[src/rtl/uart_regfile.sv]
module uart_regfile #(
  parameter int DEPTH = 8,
  parameter int AW    = 5
) (
  input  logic          clk,
  input  logic          rst_n,
  input  logic          bus_valid,
  input  logic          bus_write,
  input  logic [AW-1:0] bus_addr,
  input  logic [31:0]   bus_wdata,
  output logic [31:0]   bus_rdata,
  output logic          bus_rvalid,
  input  logic          rx_valid,
  input  logic [7:0]    rx_byte,
  output logic          rx_ready,
  output logic          tx_valid,
  output logic [7:0]    tx_byte,
  output logic          irq
);
  localparam int PW = (DEPTH > 1) ? $clog2(DEPTH) : 1;
  localparam int CW = $clog2(DEPTH + 1);
  localparam logic [AW-1:0] OFF_TX  = AW'(8'h00);
  localparam logic [AW-1:0] OFF_RX  = AW'(8'h04);
  localparam logic [AW-1:0] OFF_TXC = AW'(8'h08);
  localparam logic [AW-1:0] OFF_RXC = AW'(8'h0C);
  localparam logic [AW-1:0] OFF_IE  = AW'(8'h10);
  localparam logic [AW-1:0] OFF_IP  = AW'(8'h14);
  localparam logic [AW-1:0] OFF_DIV = AW'(8'h18);

  logic [7:0]    mem [DEPTH];
  logic [PW-1:0] wp, rp;
  logic [CW-1:0] cnt;
  logic [31:0]   ie_q, txc_q, rxc_q, div_q, pend, rsel;

  wire rd    = bus_valid & ~bus_write;
  wire wr    = bus_valid &  bus_write;
  wire empty = (cnt == '0);
  wire full  = (cnt == CW'(DEPTH));
  wire push  = rx_valid & ~full;
  wire pop   = rd & (bus_addr == OFF_RX) & ~empty;

  assign rx_ready = ~full;
  assign irq      = ie_q[0] | (ie_q[1] & ~empty);
  assign pend     = {30'b0, 32'(cnt) > 32'(rxc_q[18:16]), txc_q[18:16] != 3'b0};

  always_comb begin
    case (bus_addr)
      OFF_RX:  rsel = empty ? 32'h8000_0000 : {24'b0, mem[rp]};
      OFF_TXC: rsel = txc_q;
      OFF_RXC: rsel = rxc_q;
      OFF_IE:  rsel = ie_q;
      OFF_IP:  rsel = pend;
      OFF_DIV: rsel = div_q;
      default: rsel = 32'b0;
    endcase
  end

  always_ff @(posedge clk) begin
    if (push) mem[wp] <= rx_byte;
  end

  always_ff @(posedge clk) begin
    if (!rst_n) begin
      wp  <= '0;
      rp  <= '0;
      cnt <= '0;
    end else begin
      if (push) wp <= wp + PW'(1);
      if (pop)  rp <= rp + PW'(1);
      cnt <= cnt + CW'(push) - CW'(pop);
    end
  end

  always_ff @(posedge clk) begin
    if (!rst_n) begin
      ie_q       <= '0;
      txc_q      <= '0;
      rxc_q      <= '0;
      div_q      <= '0;
      bus_rdata  <= '0;
      bus_rvalid <= 1'b0;
      tx_valid   <= 1'b0;
      tx_byte    <= '0;
    end else begin
      bus_rvalid <= rd;
      if (rd) bus_rdata <= rsel;
      tx_valid <= wr && (bus_addr == OFF_TX);
      if (wr) begin
        case (bus_addr)
          OFF_TX:  tx_byte <= bus_wdata[7:0];
          OFF_TXC: txc_q   <= bus_wdata;
          OFF_RXC: rxc_q   <= bus_wdata;
          OFF_IE:  ie_q    <= bus_wdata;
          OFF_DIV: div_q   <= bus_wdata;
          default: ;
        endcase
      end
    end
  end

  a_r9_no_overflow: assert property (@(posedge clk) disable iff (!rst_n)
    32'(cnt) <= DEPTH);
  a_r9_full_drop: assert property (@(posedge clk) disable iff (!rst_n)
    (full && rx_valid && !pop) |=> (cnt == $past(cnt)) && !rx_ready);
  a_r2_pop_shrinks: assert property (@(posedge clk) disable iff (!rst_n)
    (pop && !rx_valid) |=> (32'(cnt) + 1 == 32'($past(cnt))));
  a_r3_empty_flag: assert property (@(posedge clk) disable iff (!rst_n)
    (rd && bus_addr == OFF_RX && empty) |=> (bus_rdata == 32'h8000_0000));
  a_r4_tx_strobe: assert property (@(posedge clk) disable iff (!rst_n)
    (wr && bus_addr == OFF_TX) |=> (tx_valid && tx_byte == $past(bus_wdata[7:0])));
  a_r8_tx_enable: assert property (@(posedge clk) disable iff (!rst_n)
    ie_q[0] |-> irq);
  a_r8_quiet: assert property (@(posedge clk) disable iff (!rst_n)
    (!ie_q[0] && empty) |-> !irq);
  a_r11_rvalid: assert property (@(posedge clk) disable iff (!rst_n)
    rd |=> bus_rvalid);
endmodule

[config.mk]
export PLATFORM = sky130hd
export DESIGN_NAME = uart_regfile
export DESIGN_NICKNAME = d
export VERILOG_FILES = /design/src/rtl/uart_regfile.sv
export SDC_FILE = /design/constraint.sdc
export NUM_CORES = 1
export LEC_CHECK = 0
export ABC_CLOCK_PERIOD_IN_PS = 8000
export BUFFER_PORTS_ARGS = -buffer_cell sky130_fd_sc_hd__buf_2
export CAP_MARGIN = 20
export CORE_UTILIZATION = 63
export CTS_CLUSTER_DIAMETER = 120
export DETAILED_ROUTE_END_ITERATION = 16
export PLACE_DENSITY = 0.83
export SLEW_MARGIN = 5
export SYNTH_ARGS = -nofsm -noshare
export SYNTH_HDL_FRONTEND = slang
export SYNTH_SLANG_ARGS = --single-unit
[constraint.sdc]
create_clock -name clk -period 8 [get_ports clk]
set_clock_uncertainty 0.15 [all_clocks]
set_input_delay 2 -clock clk [delete_from_list [all_inputs] [get_ports clk]]
set_output_delay 2 -clock clk [all_outputs]
set_load 0.01 [all_outputs]
# Word-level counts from Yosys, hierarchy flattened
# Memories as Yosys holds them, arrays and structs flattened. A register that Yosys moved wholly into a read port is not among the register bits.
# Cells that the tools add are included.
# op_classes
n_addsub	4
magnitude_cmp	1
n_eq_ne	7
muxes	6
bitwise_logic	10
n_reduce_logical	9
# op_table
op	count
$pmux W32 S6	1
$mux W32	1
$eq A5 B5 Y1 const B	3
$eq A5 B4 Y1 const B	2
$reduce_and A2 Y1	5
$add A3 B1 Y3 const B	2
$and A1 B1 Y1	6
$mux W3	2
$eq A5 B3 Y1 const B	1
$logic_not A5 Y1	1
$add A4 B1 Y4	1
$eq A4 B4 Y1 const B	1
$gt A4 B3 Y1	1
$logic_not A4 Y1	1
$sub A4 B1 Y4	1
$not A1 Y1	3
$reduce_bool A3 Y1	1
$mux W1	2
$logic_and A1 B1 Y1	1
$or A1 B1 Y1	1
# totals
register_bits	180
ram_bits	64
input_bits	50
output_inout_bits	44
wordCells	49
n_memories	1
# mem_list
name	depth	word_bits	read_ports	rd_ports_with_merged_regs	wr	line	source
mem	8	8	1	1	1	30	logic [7:0] mem [DEPTH];

# Logic depth before layout (Yosys ltp)
# logic_depth
word_depth	6
mapped_depth	10
depth_no_buf	10

# Least setup slack after synthesis
# OpenSTA, ideal clock, no wires.
# synth_timing
kind	in2reg
from	input port bus_addr[4]
to	register cnt[2]
setup_ns	0.128
arrival_time_ns	3.798
t_required_ns	7.722
slack_ns	3.924
cell_stages	8
path_buffers	0
cell_sequence	or3_1 a2111oi_4 xnor2_1 ha_1 inv_1 fa_1 xor2_1 nor2_1
# synth_via
elab_chain_len	4
# synth_rtl
element	line	source
from (decl)	9	input logic [AW-1:0] bus_addr,
$eq A5 B3 Y1	40	wire pop = rd & (bus_addr == OFF_RX) & ~empty;
$and A1 B1 Y1 (2 in series)	40	
$sub A4 B1 Y4	70	cnt <= cnt + CW'(push) - CW'(pop);
to (signal assigned)	70	
to (decl)	32	logic [CW-1:0] cnt;
# No other way between the ends.
# A chain may end at the register's enable or synchronous reset.

# Final worst setup path
# layout_timing
from	input port bus_addr[1]
to	register div_q[29]
# layout_via
elab_chain_len	2
# layout_rtl
element	line	source
$eq A5 B5 Y1	89	case (bus_addr)
$reduce_and A2 Y1 (no line)	-	
to (signal assigned)	94	OFF_DIV: div_q <= bus_wdata;
to (decl)	33	logic [31:0] ie_q, txc_q, rxc_q, div_q, pend, rsel;
# No other way between the ends.

==> reports/results.ini <==
[power]
ir_worst_vdd_v = 0.000233
clkPwrFrac_pct = 43.2
power_frac_comb_pct = 6.7
powerDensity_mw_per_mm2 = 238
switching_power_mw = 0.595
leakagePower_nw = 4.09
switching_share_pct = 22.5
p_seq_share_pct = 50.0
p_int_mw = 2.05

[drt]
wire_per_inst_um = 19.7
remaining_drc_errors = 0
vias = 7892
drt_iter0_markers = 830
drt.antenna.violating_nets = 0
avgViaCountPerCell = 6.16
drt_pass1_iterations = 6
wl_mm = 25.2

[timing]
max_freq_ghz = 0.215
setup_tns_ns = 0
fin_crit_ns = 4.64
setup-violations-final = 0
rsz0062_at_grt = no
period_share_pct = 58.0
drv_slew = 0
final_hold_viol_count = 0
max_slew.worst_pin.slew_ns = 0.971
relSlewSlack_pct = 35.1

[synthesis]
syn_inst = 1009
synth-seq-cells = 247
syn_avg_cell_area_um2 = 9.63
synth_top_area_share_pct = 37.7
synthTopCellsByArea = dfxtp_1 (38%), edfxtp_1 (20%), nand2_1 (12%), a21oi_1 (7.1%), a22oi_1 (3.8%)
yosysUniqueCellTypes = 46
synthesis.nets = 1070
yosysWarningCount = 0
synth_edf_count = 64
synthArstFlopShare_pct = 0
synthFlopType = dfxtp_1
netlist_area_mm2 = 0.00971
synth_top_area_cell = dfxtp_1
synth-seq-area-share_pct = 57.5

[clock_network]
path_clk_slew_ns = 0.06
cts_hold_buf = 0
post_cts_resized = 0
clock_latency_ns = 0.52
cts_buffers = 24
clkSinkCount = 247
cts_tree = done
htreeDepth = 1
cts_root_buf = clkbuf_16
cts_setup_buffers = 0
clock_path_buffers = 3

[critical_path]
timing.rr.start = cnt[1]$_SDFF_PN0_
crit_type = input pin to register
cp-end-kind = register
worstPathRequired_ns = 8.29
arrival_ns = 4.93
crit_fanout = 18
startpoint = bus_addr[1]
rr_worst_depth = 9
start_kind = input pin

[global_route]
grt_pass1_wl_mm = 39.7
grt_max_degree = 83
grt_pass1_vias = 7677
track_usage_pct = 31.8
antenna_found_initial = 2
grt_overflow = 0

[floorplanning]
die_h_um = 126
rows = 45
ios = 94
core_area_mm2 = 0.0151
die_width_um = 126
start_util_pct = 64.1
dieArea_mm2 = 0.0159

[min_path]
min_path_cells = 2
hp-class = register to register
min_from = txc_q[15]$_SDFFE_PN0P_

[final_layout]
fin_cells = 1282
fin_nets = 1135
fillers = 1068
layout-drive-gt1-share_pct = 16.4
syn_to_final_growth_pct = 14.4

[placement]
routabilityCongestion = 0.853
port_buffers = 93
hpwl_mm = 15.2
placed_cells = 1234

[status]
status = finished clean

[flow_run]
maxCapViolCount = 0

==> power by group through the flow <==
stage | combinational (mW) | clock (mW) | sequential (mW)
detailed placement | 0.172 | 0 | 1.35
CTS | 0.175 | 1.15 | 1.33
finish | 0.178 | 1.15 | 1.33
global placement | 0.168 | 0 | 1.35
floorplan | 0.108 | 0 | 1.35
global route | 0.195 | 1.20 | 1.33
==> placed cells by master, fill, tap and decap left out, types with 3 or more instances in the layout <==
cell / Yosys / routed
nand2_1: 312 / 312
dfxtp_1: 183 / 183
a21oi_1: 138 / 138
buf_2: 16 / 93
edfxtp_1: 64 / 64
a22oi_1: 49 / 49
nor2_1: 30 / 28
clkbuf_16: 0 / 26
a22o_1: 24 / 24
mux4_2: 15 / 15
buf_4: 3 / 14
mux2i_1: 12 / 12
inv_1: 10 / 10
ha_1: 10 / 10
and2_1: 9 / 9
a31oi_1: 8 / 8
clkbuf_8: 0 / 8
nand3_1: 8 / 7
o21ai_0: 7 / 7
nor3_1: 6 / 6
and3_1: 6 / 6
a222oi_1: 6 / 6
nand2b_1: 5 / 5
xor2_1: 4 / 4
clkinv_2: 0 / 4
clkbuf_1: 50 / 4
or3_1: 3 / 3
xnor2_1: 3 / 3
or2_2: 3 / 3
==> state kept, by name, summed over array words and instances (netlist names), named ones only <==
signal / flops
tx_byte: 8
tx_valid: 1
mem: 64
cnt: 4
bus_rdata: 32
ie_q: 32
bus_rvalid: 1
rxc_q: 32
wp: 3
txc_q: 32
div_q: 32
rp: 3
==> cell families (layout without fill, tap and decap cells) <==
kind of cell             count (synthesis)  after routing  share of synthesized area, %
AO/OA/AOI/OAI                          241            241                          15.5
XOR/XNOR                                 7              7                         0.631
adder cells (fa/ha/maj)                 11             11                          1.49
buffers and inverters                   82            165                          3.49
flip-flops                             247            247                          57.5
multiplexers                            29             29                          4.95
other                                    0              2                             0
AND/OR/NAND/NOR                        392            392                          16.4
==> cell type report <==
| class | count | area, µm² | area share (%) |
|---|---|---|---|
| Sequential cell | 247 | 5590 | 50.2 |
| Multi-Input combinational cell | 680 | 3810 | 34.3 |
| Clock buffer | 39 | 761 | 6.84 |
| Timing Repair Buffer | 110 | 626 | 5.63 |
| Tap cell | 188 | 235 | 2.12 |
| Clock inverter | 5 | 50.0 | 0.450 |
| Inverter | 11 | 43.8 | 0.394 |
| Antenna cell | 2 | 5.00 | 0.0450 |
==> cell usage after synthesis, drive strengths merged (4+ instances only) <==
cell type,count
and3,6
a22o,24
nand3,8
o21ai,7
clkbuf,50
dfxtp,183
mux2i,12
mux4,15
nand2b,5
a31oi,8
xor2,4
and2,9
nand2,312
ha,10
nor3,7
nor2,32
inv,10
a222oi,6
a22oi,49
buf,21
edfxtp,64
a21oi,139
==> through the flow <==
step / instance area, µm² / util [%] / total power [mW] / setup slack, ns / hold WS, ns
floorplan: 9710 / - / 1.46 / 3.92 / 0.283
global placement: 10200 / 67.6 / 1.52 / 3.02 / 0.292
detailed placement: 10300 / 67.7 / 1.52 / 2.92 / 0.296
CTS: 11100 / 73.1 / 2.65 / 3.41 / 0.305
global route: 11100 / 73.4 / 2.73 / 3.24 / 0.319
finish: 11100 / 73.4 / 2.65 / 3.36 / 0.305
==> worst max-delay path, stage by stage <==
cell and delay, ns:
buf_2 0.13, or3b_1 0.46, nor2_2 0.68, buf_4 0.41, and3_1 0.62, buf_4 0.38
nand2_1 0.10, a21oi_1 0.13
==> final timing paths <==
path,end,slack [ns]
max,div_q[29]$_SDFFE_PN0P_,3.36
max reg2reg,cnt[3]$_SDFF_PN0_,5.32
min,txc_q[15]$_SDFFE_PN0P_,0.31
min reg2reg,txc_q[15]$_SDFFE_PN0P_,0.31
==> layer usage <==
layer | global-route usage [%] | wire [µm] | vias up | share of wire, %
li1 | - | - | 3636 | -
met1 | 39.6 | 10100 | 3758 | 40
met2 | 53.2 | 12000 | 404 | 48
met3 | 5.44 | 1890 | 94 | 7.5
met4 | 17.0 | 1200 | 0 | 4.8
met5 | 0 | 0 | - | 0
Note: power is estimated with default switching activity, not from simulation.
